$ cat config.mk
export PLATFORM = sky130hd
export DESIGN_NAME = codec_cal_seq
export DESIGN_NICKNAME = d
export VERILOG_FILES = /design/src/rtl/cal_seq_pkg.sv /design/src/rtl/cal_window_ctr.sv /design/src/rtl/cal_offset_mem.sv /design/src/rtl/cal_adc_gate.sv /design/src/rtl/cal_ctl_regs.sv /design/src/rtl/codec_cal_seq.sv
export SDC_FILE = /design/constraint.sdc
export NUM_CORES = 1
export LEC_CHECK = 0
export ABC_AREA = 0
export ABC_CLOCK_PERIOD_IN_PS = 3430
export CORE_MARGIN = 1
export CORE_UTILIZATION = 52
export DETAILED_ROUTE_END_ITERATION = 10
export PLACE_DENSITY = 0.86
export SYNTH_ARGS = -nofsm -noshare
export SYNTH_HDL_FRONTEND = slang
export SYNTH_SLANG_ARGS = --single-unit
$ cat constraint.sdc
create_clock -name clk -period 3.43 [get_ports clk]
set_clock_uncertainty 0.15 [all_clocks]
set_input_delay 0.5145 -clock clk [delete_from_list [all_inputs] [get_ports clk]]
set_output_delay 0.5145 -clock clk [all_outputs]
set_load 0.05 [all_outputs]
$ cat src/rtl/cal_seq_pkg.sv
package cal_seq_pkg;

   // Window state of the calibration sequencer
   typedef enum logic [0:0] {
      WIN_DONE = 1'b0,
      WIN_RUN  = 1'b1
   } win_state_e;

   localparam int unsigned CAL_LEN_STD  = 4128;
   localparam int unsigned AVG_SH_STD   = 12;

endpackage

$ cat src/rtl/cal_window_ctr.sv
module cal_window_ctr
   import cal_seq_pkg::*;
#(
   parameter int unsigned CAL_LEN = CAL_LEN_STD,
   parameter int unsigned AVG_SH  = AVG_SH_STD
) (
   input  logic clk,
   input  logic pdn_n,
   input  logic fs_tick,
   output logic busy,
   output logic valid,
   output logic done,
   output logic avg_take
);

   localparam int unsigned CW = $clog2(CAL_LEN);
   localparam logic [CW-1:0] LAST_IDX  = CW'(CAL_LEN - 1);
   localparam logic [CW-1:0] AVG_START = CW'(CAL_LEN - (1 << AVG_SH));

   win_state_e    state_q;
   logic [CW-1:0] cnt_q;
   logic          valid_q;

   assign busy     = (state_q == WIN_RUN);
   assign valid    = valid_q;
   assign done     = busy && fs_tick && (cnt_q == LAST_IDX);
   assign avg_take = busy && fs_tick && (cnt_q >= AVG_START);

   always_ff @(posedge clk or negedge pdn_n) begin
      if (!pdn_n) begin
         state_q <= WIN_RUN;
         cnt_q   <= '0;
         valid_q <= 1'b0;
      end else if (busy && fs_tick) begin
         if (cnt_q == LAST_IDX) begin
            state_q <= WIN_DONE;
            valid_q <= 1'b1;
            cnt_q   <= '0;
         end else begin
            cnt_q <= cnt_q + CW'(1);
         end
      end
   end

   // the window closing always leaves a valid result behind
   a_r2_close_sets_valid: assert property (@(posedge clk) disable iff (!pdn_n)
      $fell(busy) |-> valid);

   // once closed, the window never reopens without a power-down pulse
   a_r2_no_reopen: assert property (@(posedge clk) disable iff (!pdn_n)
      !busy |=> !busy);

   // the result flag is only cleared by the power-down pin
   a_r8_valid_holds: assert property (@(posedge clk) disable iff (!pdn_n)
      valid |=> valid);

endmodule

$ cat src/rtl/cal_offset_mem.sv
module cal_offset_mem #(
   parameter int unsigned SAMPLE_W = 16,
   parameter int unsigned AVG_SH   = 12
) (
   input  logic                       clk,
   input  logic                       pdn_n,
   input  logic                       take,
   input  logic                       done,
   input  logic signed [SAMPLE_W-1:0] sample,
   output logic signed [SAMPLE_W-1:0] offset
);

   localparam int unsigned AW = SAMPLE_W + AVG_SH;

   logic signed [AW-1:0] acc_q;
   logic signed [AW-1:0] acc_nxt;
   logic signed [SAMPLE_W-1:0] off_q;

   assign acc_nxt = acc_q + {{AVG_SH{sample[SAMPLE_W-1]}}, sample};
   assign offset  = off_q;

   always_ff @(posedge clk or negedge pdn_n) begin
      if (!pdn_n) begin
         acc_q <= '0;
         off_q <= '0;
      end else if (take) begin
         if (done) begin
            // upper bits of the sum: floor of the mean
            off_q <= acc_nxt[AW-1:AVG_SH];
            acc_q <= '0;
         end else begin
            acc_q <= acc_nxt;
         end
      end
   end

   // the stored offset only moves on the closing tick of the window
   a_r7_offset_frozen: assert property (@(posedge clk) disable iff (!pdn_n)
      !done |=> offset == $past(offset));

endmodule

$ cat src/rtl/cal_adc_gate.sv
module cal_adc_gate #(
   parameter int unsigned SAMPLE_W = 16
) (
   input  logic                       force_zero,
   input  logic signed [SAMPLE_W-1:0] sample,
   input  logic signed [SAMPLE_W-1:0] offset,
   output logic signed [SAMPLE_W-1:0] result
);

   localparam logic signed [SAMPLE_W-1:0] MAX_V = {1'b0, {(SAMPLE_W-1){1'b1}}};
   localparam logic signed [SAMPLE_W-1:0] MIN_V = {1'b1, {(SAMPLE_W-1){1'b0}}};

   logic signed [SAMPLE_W:0] diff;

   assign diff = {sample[SAMPLE_W-1], sample} - {offset[SAMPLE_W-1], offset};

   always_comb begin
      if (force_zero) begin
         result = '0;
      end else if (diff[SAMPLE_W] != diff[SAMPLE_W-1]) begin
         result = diff[SAMPLE_W] ? MIN_V : MAX_V;
      end else begin
         result = diff[SAMPLE_W-1:0];
      end
   end

endmodule

$ cat src/rtl/cal_ctl_regs.sv
module cal_ctl_regs #(
   parameter int unsigned ADDR_W       = 4,
   parameter int unsigned REG_W        = 8,
   parameter int unsigned NUM_REGS     = 4,
   parameter logic [NUM_REGS*REG_W-1:0] DEFAULTS = '0,
   parameter int unsigned GUARD_ADDR   = 1,
   parameter int unsigned MUTE_ADDR    = 2,
   parameter int unsigned IN_MUTE_BIT  = 0,
   parameter int unsigned OUT_MUTE_BIT = 1
) (
   input  logic                      clk,
   input  logic                      pdn_n,
   input  logic                      busy,
   input  logic                      valid,
   input  logic                      wr_en,
   input  logic [ADDR_W-1:0]         wr_addr,
   input  logic [REG_W-1:0]          wr_data,
   output logic [NUM_REGS*REG_W-1:0] regs_flat,
   output logic                      drop,
   output logic                      in_arm,
   output logic                      out_arm
);

   logic guard_hit;
   logic mute_hit;
   logic drop_q;
   logic in_arm_q;
   logic out_arm_q;

   assign guard_hit = wr_en && (wr_addr == ADDR_W'(GUARD_ADDR));
   assign mute_hit  = wr_en && (wr_addr == ADDR_W'(MUTE_ADDR)) && valid;

   for (genvar i = 0; i < NUM_REGS; i++) begin : g_reg
      localparam bit IS_GUARD = (i == GUARD_ADDR);
      logic [REG_W-1:0] q;
      logic             take;

      assign take = wr_en && (wr_addr == ADDR_W'(i)) && !(IS_GUARD && busy);

      always_ff @(posedge clk or negedge pdn_n) begin
         if (!pdn_n) begin
            q <= DEFAULTS[i*REG_W +: REG_W];
         end else if (take) begin
            q <= wr_data;
         end
      end

      assign regs_flat[i*REG_W +: REG_W] = q;
   end

   always_ff @(posedge clk or negedge pdn_n) begin
      if (!pdn_n) begin
         drop_q    <= 1'b0;
         in_arm_q  <= 1'b0;
         out_arm_q <= 1'b0;
      end else begin
         if (guard_hit && busy) begin
            drop_q <= 1'b1;
         end
         if (mute_hit) begin
            in_arm_q  <= wr_data[IN_MUTE_BIT];
            out_arm_q <= wr_data[OUT_MUTE_BIT];
         end
      end
   end

   assign drop    = drop_q;
   assign in_arm  = in_arm_q;
   assign out_arm = out_arm_q;

   // a guarded write during the window leaves the register as it was
   a_r5_guard_hold: assert property (@(posedge clk) disable iff (!pdn_n)
      (guard_hit && busy) |=> regs_flat[GUARD_ADDR*REG_W +: REG_W] ==
                              $past(regs_flat[GUARD_ADDR*REG_W +: REG_W]));

   // the drop record is sticky until power-down
   a_r5_drop_sticky: assert property (@(posedge clk) disable iff (!pdn_n)
      drop |=> drop);

   // no stage can be armed while the result is missing
   a_r4_no_early_arm: assert property (@(posedge clk) disable iff (!pdn_n)
      !valid |-> !in_arm && !out_arm);

endmodule

$ cat src/rtl/codec_cal_seq.sv
module codec_cal_seq
   import cal_seq_pkg::*;
#(
   parameter int unsigned CAL_LEN      = CAL_LEN_STD,
   parameter int unsigned AVG_SH       = AVG_SH_STD,
   parameter int unsigned SAMPLE_W     = 16,
   parameter int unsigned NUM_CH       = 2,
   parameter int unsigned ADDR_W       = 4,
   parameter int unsigned REG_W        = 8,
   parameter int unsigned NUM_REGS     = 4,
   parameter logic [NUM_REGS*REG_W-1:0] REG_DEFAULTS = 32'h0000_0009,
   parameter int unsigned PM_ADDR      = 0,
   parameter int unsigned PM_ADC_BIT   = 0,
   parameter int unsigned GUARD_ADDR   = 1,
   parameter int unsigned MUTE_ADDR    = 2,
   parameter int unsigned IN_MUTE_BIT  = 0,
   parameter int unsigned OUT_MUTE_BIT = 1
) (
   input  logic                       clk,
   input  logic                       pdn_n,
   input  logic                       fs_tick,
   input  logic                       wr_en,
   input  logic [ADDR_W-1:0]          wr_addr,
   input  logic [REG_W-1:0]           wr_data,
   input  logic [NUM_CH*SAMPLE_W-1:0] adc_in,
   output logic [NUM_CH*SAMPLE_W-1:0] adc_out,
   output logic                       in_gain_mute,
   output logic                       out_gain_mute,
   output logic                       cal_busy,
   output logic                       cal_valid,
   output logic                       guard_drop,
   output logic [NUM_REGS*REG_W-1:0]  ctl_regs
);

   // elaboration-time parameter checks
   if ((1 << AVG_SH) > CAL_LEN) begin : g_bad_avg
      $error("averaging span exceeds calibration window");
   end
   if (NUM_REGS > (1 << ADDR_W)) begin : g_bad_regs
      $error("register count exceeds address space");
   end
   if (GUARD_ADDR >= NUM_REGS || MUTE_ADDR >= NUM_REGS || PM_ADDR >= NUM_REGS) begin : g_bad_addr
      $error("special register address outside register file");
   end
   if (IN_MUTE_BIT >= REG_W || OUT_MUTE_BIT >= REG_W || PM_ADC_BIT >= REG_W) begin : g_bad_bit
      $error("control bit outside register width");
   end

   logic busy;
   logic valid;
   logic done;
   logic avg_take;
   logic in_arm;
   logic out_arm;
   logic adc_pwr;
   logic force_zero;

   cal_window_ctr #(
      .CAL_LEN (CAL_LEN),
      .AVG_SH  (AVG_SH)
   ) u_win (
      .clk      (clk),
      .pdn_n    (pdn_n),
      .fs_tick  (fs_tick),
      .busy     (busy),
      .valid    (valid),
      .done     (done),
      .avg_take (avg_take)
   );

   cal_ctl_regs #(
      .ADDR_W       (ADDR_W),
      .REG_W        (REG_W),
      .NUM_REGS     (NUM_REGS),
      .DEFAULTS     (REG_DEFAULTS),
      .GUARD_ADDR   (GUARD_ADDR),
      .MUTE_ADDR    (MUTE_ADDR),
      .IN_MUTE_BIT  (IN_MUTE_BIT),
      .OUT_MUTE_BIT (OUT_MUTE_BIT)
   ) u_regs (
      .clk       (clk),
      .pdn_n     (pdn_n),
      .busy      (busy),
      .valid     (valid),
      .wr_en     (wr_en),
      .wr_addr   (wr_addr),
      .wr_data   (wr_data),
      .regs_flat (ctl_regs),
      .drop      (guard_drop),
      .in_arm    (in_arm),
      .out_arm   (out_arm)
   );

   assign adc_pwr    = ctl_regs[PM_ADDR*REG_W + PM_ADC_BIT];
   assign force_zero = busy || !adc_pwr;

   for (genvar c = 0; c < NUM_CH; c++) begin : g_ch
      logic signed [SAMPLE_W-1:0] off;

      cal_offset_mem #(
         .SAMPLE_W (SAMPLE_W),
         .AVG_SH   (AVG_SH)
      ) u_off (
         .clk    (clk),
         .pdn_n  (pdn_n),
         .take   (avg_take),
         .done   (done),
         .sample (adc_in[c*SAMPLE_W +: SAMPLE_W]),
         .offset (off)
      );

      cal_adc_gate #(
         .SAMPLE_W (SAMPLE_W)
      ) u_gate (
         .force_zero (force_zero),
         .sample     (adc_in[c*SAMPLE_W +: SAMPLE_W]),
         .offset     (off),
         .result     (adc_out[c*SAMPLE_W +: SAMPLE_W])
      );
   end

   assign in_gain_mute  = !(valid && in_arm);
   assign out_gain_mute = !(valid && out_arm);
   assign cal_busy      = busy;
   assign cal_valid     = valid;

   // the data path is silent while the window is open
   a_r3_zero_in_window: assert property (@(posedge clk) disable iff (!pdn_n)
      busy |-> adc_out == '0);

   // both stages stay muted until a result exists
   a_r4_mute_without_result: assert property (@(posedge clk) disable iff (!pdn_n)
      !valid |-> in_gain_mute && out_gain_mute);

endmodule

After elaboration in Yosys (flattened, before gate mapping)
Index checks and enable logic that the tools add are counted.
{"block": "op_classes", "n_addsub": 5, "n_lt_le_gt_ge": 1, "n_eq_ne": 6, "mux": 9, "reduce_logical": 20}
{"operator": "$mux W16", "n": 6}
{"operator": "$add A28 B28 Y28", "n": 2}
{"operator": "$mux W28", "n": 2}
{"operator": "$sub A16 B16 Y17", "n": 2}
{"operator": "$add A13 B1 Y13 const B", "n": 1}
{"operator": "$eq A13 B13 Y1 const B", "n": 1}
{"operator": "$ge A13 B6 Y1 const B", "n": 1}
{"operator": "$mux W13", "n": 1}
{"operator": "$logic_and A1 B1 Y1", "n": 12}
{"operator": "$eq A4 B2 Y1 const B", "n": 2}
{"operator": "$eq A4 B1 Y1 const B", "n": 1}
{"operator": "$logic_not A1 Y1", "n": 4}
{"operator": "$logic_not A4 Y1", "n": 1}
{"operator": "$reduce_and A2 Y1", "n": 2}
{"operator": "$ne A1 B1 Y1", "n": 2}
{"operator": "$logic_or A1 B1 Y1", "n": 1}
{"block": "totals", "register_bits": 138, "input_bits": 48, "output_inout_bits": 69}

Depth between registers and ports, before layout
{"block": "logic_depth", "word_depth": 4, "depth_mapped": 14, "mapped_depth_nobuf": 13}

Hierarchy
From an unflattened synthesis, not the netlist that was laid out.
{"block": "hier_totals", "hier_cells": 1218, "area_unflattened_um2": 10841.6}
{"module": "cal_offset_mem (g_ch[1].u_off)", "n_inst": 1, "cells_per_inst": 343, "area_per_inst_um2": 3069.2}
{"module": "cal_offset_mem (g_ch[0].u_off)", "n_inst": 1, "cells_per_inst": 327, "area_per_inst_um2": 3041.7}
{"module": "cal_adc_gate", "n_inst": 2, "cells_per_inst": 196, "area_per_inst_um2": 1306.3}
{"module": "cal_ctl_regs", "n_inst": 1, "cells_per_inst": 81, "area_per_inst_um2": 1365.1}
{"module": "cal_window_ctr", "n_inst": 1, "cells_per_inst": 72, "area_per_inst_um2": 739.5}
{"module": "codec_cal_seq", "n_inst": 1, "cells_per_inst": 3, "area_per_inst_um2": 13.8}

Worst setup path after synthesis
OpenSTA, ideal clock, no wires.
{"block": "synth_timing", "path_kind": "input to output", "from": "input adc_in[1]", "to": "output adc_out[7]", "arrival_time_ns": 3.475, "required_ns": 2.765, "slack_ns": -0.709, "path_stages": 11, "cell_sequence": "ha_1 > nor2b_1 > o21ai_0 > a21oi_1 > o211ai_1 > o21ai_1 > a211o_1 > mux2i_1 > or2_1 > clkbuf_2 > o21ai_0"}
{"block": "synth_between", "elab_chain_len": 4, "elab_cells_between_ends": 5}
{"item": "start, declared", "line": "codec_cal_seq.sv:25", "text": "input logic [NUM_CH*SAMPLE_W-1:0] adc_in,"}
{"item": "$sub A16 B16 Y17 *", "line": "cal_adc_gate.sv:15", "text": "assign diff = {sample[SAMPLE_W-1], sample} - {offset[SAMPLE_W-1], offset};"}
{"item": "$mux W16 or $ne A1 B1 Y1 (tied branches)", "line": "cal_adc_gate.sv:21, cal_adc_gate.sv:20"}
{"item": "$mux W16 *", "line": "cal_adc_gate.sv:20", "text": "end else if (diff[SAMPLE_W] != diff[SAMPLE_W-1]) begin"}
{"item": "$mux W16 *", "line": "cal_adc_gate.sv:18", "text": "if (force_zero) begin"}
{"item": "end, declared", "line": "codec_cal_seq.sv:26", "text": "output logic [NUM_CH*SAMPLE_W-1:0] adc_out,"}
Every way passes the cells marked *; elsewhere a longest branch is shown, timed or not.

Worst setup path in the final report
{"block": "layout_timing", "from": "input adc_in[19]", "to": "output adc_out[22]"}
Same word-level chain as after synthesis.

==> impl_results.md <==
* Failing checks: setup timing
* Number of failing setup endpoints in the final timing report at 34
* Kind of start point of the critical path: input pin
* DRT iter0 DRCs at 980
* Endpoint of the worst-slack reg-to-reg timing path: g_ch[0].u_off.offset[12]$_DFFE_PN0P_
* Detail Placement HPWL at 20.9 mm
* RSZ-0062 raised after global routing: true
* Async set or reset register ratio after synthesis at 100%
* Final core area utilization at just under 80%
* Via count of the first global-routing pass at between 10,000 and 15,000
* Fin crit share at 115%
* Latest clock arrival within the worst-skew pair at 0.45 ns
* Worst Path Buf+Inv at 5
* Post-synth design cell area at 9840 um^2
* Synthesis-to-layout area growth at 45.1%
* Distinct cell type count of the synthesized netlist at 80
* Max-cap check violation count at 0
* Portion of total power attributed to the clock network at 34.2%
* Most Frequent Cell on Critical Path: sky130_fd_sc_hd__buf_6
* Combinational cell fraction of total power at a little over a third
* Most instantiated flip-flop cell in the synthesis netlist: sky130_fd_sc_hd__dfrtp_1
* Post-DR vias/cell at 6.25
* Maximum ir drop on the vdd rail at 452 uV
* Router iterations before antenna repair at 6
* Post-DR wirelength/cell at 20.5 um
* Root buf cell: sky130_fd_sc_hd__clkbuf_16
* Cell count of the worst reg-to-reg path at 12
* Run status: finished with violations
* Antenna-violating nets left at 0
* Total global routing overflow at 0
* Required time of the worst setup path at 2.77 ns
* Number of flops mapped to enable cells by yosys at 0
* Horizontal extent of the die at 140 um
* Top post-synthesis cells by count: 135 x sky130_fd_sc_hd__dfrtp_1, 123 x sky130_fd_sc_hd__nand2_1, 88 x sky130_fd_sc_hd__ha_1
* Number of storage elements in the synthesis netlist at approximately 140
* Initial antenna violation count at 0
* Bufs on Longest Clock Path at 2
* FMAX at approximately 0.25 GHz
* Leakage power total at 6.77 nW
* Endpoint with the worst hold slack: u_regs.drop$_DFFE_PN0P_
* Wire length of the first global-routing pass at 52.5 mm
* Power share of the sequential group at 30.7%
* Synthesized instance count at 1,071
* Power, Total at 5.78 mW
* Ant. Diodes at 0
* Final setup margin at -0.501 ns
* Crit-path cells: clkdlybuf4s50_1 -> ha_1 -> and2_1 -> o21ai_0 -> nand3b_1 -> nand2_1 -> o21a_1 -> buf_4 -> a41oi_2 -> buf_6 -> buf_16 -> a21oi_4 -> buf_6
* Internal Dissipation at 3.62 mW
* Setup WS pre-CTS at -0.797 ns
* Global placer's final weighted congestion at 0.900
* Detailed-route via count at 10,200
* Net switching share of the total power at 37.3%
* Synth area leader: sky130_fd_sc_hd__dfrtp_1
* R2r startpoint: g_ch[0].u_off.acc_q[0]$_DFFE_PN0P_
* Maximum number of pins on one net before global-route repair at 78
* Full die area at 19,500 um^2
* # port buffers at between 100 and 150
* Remaining design rule violation count at 0
* Cell family with the largest share of critical-path delay: buffers and inverters
* Stage delay of the slowest cell on the critical path at around 0.45 ns
* Overall track demand over capacity in global routing at 33.7%
* Top-area cell type share of the netlist area at 34.3%
* Reg2reg setup slack at 0.11 ns
* PwrDens at ~400 nW/um^2
* Average size of a mapped cell at 9.19 um^2
* Worst rel slew slack at 52.8%
* Final hold violation count at 0
* Depth of the worst hold-timing path at 1
* Critical-path top delay cell: sky130_fd_sc_hd__clkdlybuf4s50_1
* Inserted Clock Buffers at 17
* H-Tree Level Count at 4
* Count of boundary I/O pins at 117
* Synthesized Nets at 1,211
* Category of the critical setup timing path: in -> out
* Cell types occupying the most area after synthesis: sky130_fd_sc_hd__dfrtp_1 34%, sky130_fd_sc_hd__ha_1 11%, sky130_fd_sc_hd__xnor2_1 5.1%
* Post-layout net count at 1,524
* Die Span Y at ~140 um
* HP Class: reg -> reg
* Number of clock sinks at 138
* Hold_sp: u_regs.drop$_DFFE_PN0P_
* Cell Area, Placed at 13,200 um^2
* Switch Pwr at 2.16 mW
* Initial core utilization at a little over half
* CTS tree: yes
* CP Data Arrival Time at 3.27 ns
* Row Count at between 40 and 50
* Pins Over Slew Limit at 0
* Worst-path fanout max at 7
* Fraction of layout cells with a size suffix above 1 at 30.7%
* Placeable core area at 18,300 um^2
* Synth warn at 0
* Most frequently used cell type in the post-synthesis netlist: sky130_fd_sc_hd__dfrtp_1
* Actual transition at the worst max-transition pin at 0.708 ns
* Register clock-pin slew on the reported worst setup and hold paths at roughly 0.070 ns
* Total wirelength of the detailed-routed design at 33.4 mm
* Post-layout instance area at 14,300 um^2
* Final period demand of the worst path at 3.93 ns
* Crit path capture type: output pin
* Sequential element share of the synthesized area at around a third
cell families after synthesis:
group                      Yosys count  synth area share (%)
AOI/OAI and AO/OA                  332                  22.7
and+or+nand+nor                    296                  14.5
DFF                                138                  35.1
adders and majority gates           92                  12.0
buffers and inverters               90                  3.71
xor gates and xnor gates            79                  7.03
muxes                               44                  4.97
metrics by stage:
stage                     instances  hold slack (ns)  TNS [ns]
after floorplan                1071           0.0689     -1.12
after global placement         1574            0.289    -24.00
after detailed placement       1574            0.297    -29.23
after CTS                      1623            0.320    -10.92
after global routing           1626            0.333    -18.93
final                          1626            0.314    -14.40
what timing repair did:
action / in CTS / in global routing
hold endpoints to repair: 66 / 0
endpoints found under the setup margin: 38 / 45
pin swaps: 29 / 21
gates resized for setup: 54 / 21
setup buffers: 15 / 3
cloned: 1 / 1
hold buffers: 1 / 0
worst max path at each step:
stage | from | end | slack, ns | depth (start not counted)
floorplan | adc_in[16] | adc_out[21] | -0.1 | 13
CTS | g_ch[0].u_off.offset[1]$_DFFE_PN0P_ | adc_out[11] | -0.42 | 13
global route | g_ch[0].u_off.offset[0]$_DFFE_PN0P_ | adc_out[8] | -0.64 | 15
finish | adc_in[19] | adc_out[22] | -0.50 | 13
global placement | adc_in[16] | adc_out[30] | -0.68 | 15
detailed placement | adc_in[16] | adc_out[30] | -0.80 | 15
area by class of cell:
class / count / area [um^2]
Multi-Input combinational cell: 843 / 6620
Fill cell: 1024 / 3990
Sequential cell: 138 / 3460
Timing Repair Buffer: 327 / 3070
Clock buffer: 17 / 425
Tap cell: 229 / 287
Inverter: 57 / 226
Clock inverter: 15 / 196
flip-flops by register name, summed over array words and instances (netlist names), 13 cells and up:
signal / count
g_ch.u_off.offset: 32
g_ch.u_off.acc_q: 56
u_win.cnt_q: 13
u_regs.g.q: 32
layout by cell type (no fill, tap or decap), types with 14 or more instances in the layout:
cell type / n
sky130_fd_sc_hd__nor2_1: 52
sky130_fd_sc_hd__clkbuf_16: 18
sky130_fd_sc_hd__nand2_1: 112
sky130_fd_sc_hd__a21oi_1: 51
sky130_fd_sc_hd__a22o_1: 19
sky130_fd_sc_hd__clkdlybuf4s50_1: 75
sky130_fd_sc_hd__o21ai_4: 14
sky130_fd_sc_hd__xor2_1: 21
sky130_fd_sc_hd__o21ai_0: 78
sky130_fd_sc_hd__xnor2_1: 57
sky130_fd_sc_hd__buf_6: 19
sky130_fd_sc_hd__ha_1: 81
sky130_fd_sc_hd__buf_4: 198
sky130_fd_sc_hd__a21o_1: 41
sky130_fd_sc_hd__nand2b_1: 14
sky130_fd_sc_hd__nor3_1: 17
sky130_fd_sc_hd__nand3_1: 18
sky130_fd_sc_hd__mux2_2: 38
sky130_fd_sc_hd__buf_12: 24
sky130_fd_sc_hd__a21oi_4: 17
sky130_fd_sc_hd__dfrtp_1: 135
sky130_fd_sc_hd__inv_1: 53
per-layer routing:
metal	track usage (%)	share of wire (%)	vias to the layer above
met5	0	0	-
met4	14.7	4.8	0
met3	7.05	8.0	162
met2	58.7	49	607
met1	40.2	38	4899
li1	-	-	4493
power by group through the flow:
stage	clock network (mW)	logic [mW]	registers [mW]
floorplan	0	0.813	2.11
global placement	0	1.83	1.79
detailed placement	0	1.86	1.80
CTS	1.95	1.96	1.77
global route	2.04	2.11	1.78
finish	1.98	2.03	1.77
No activity file was read; power rests on OpenSTA's default activity.
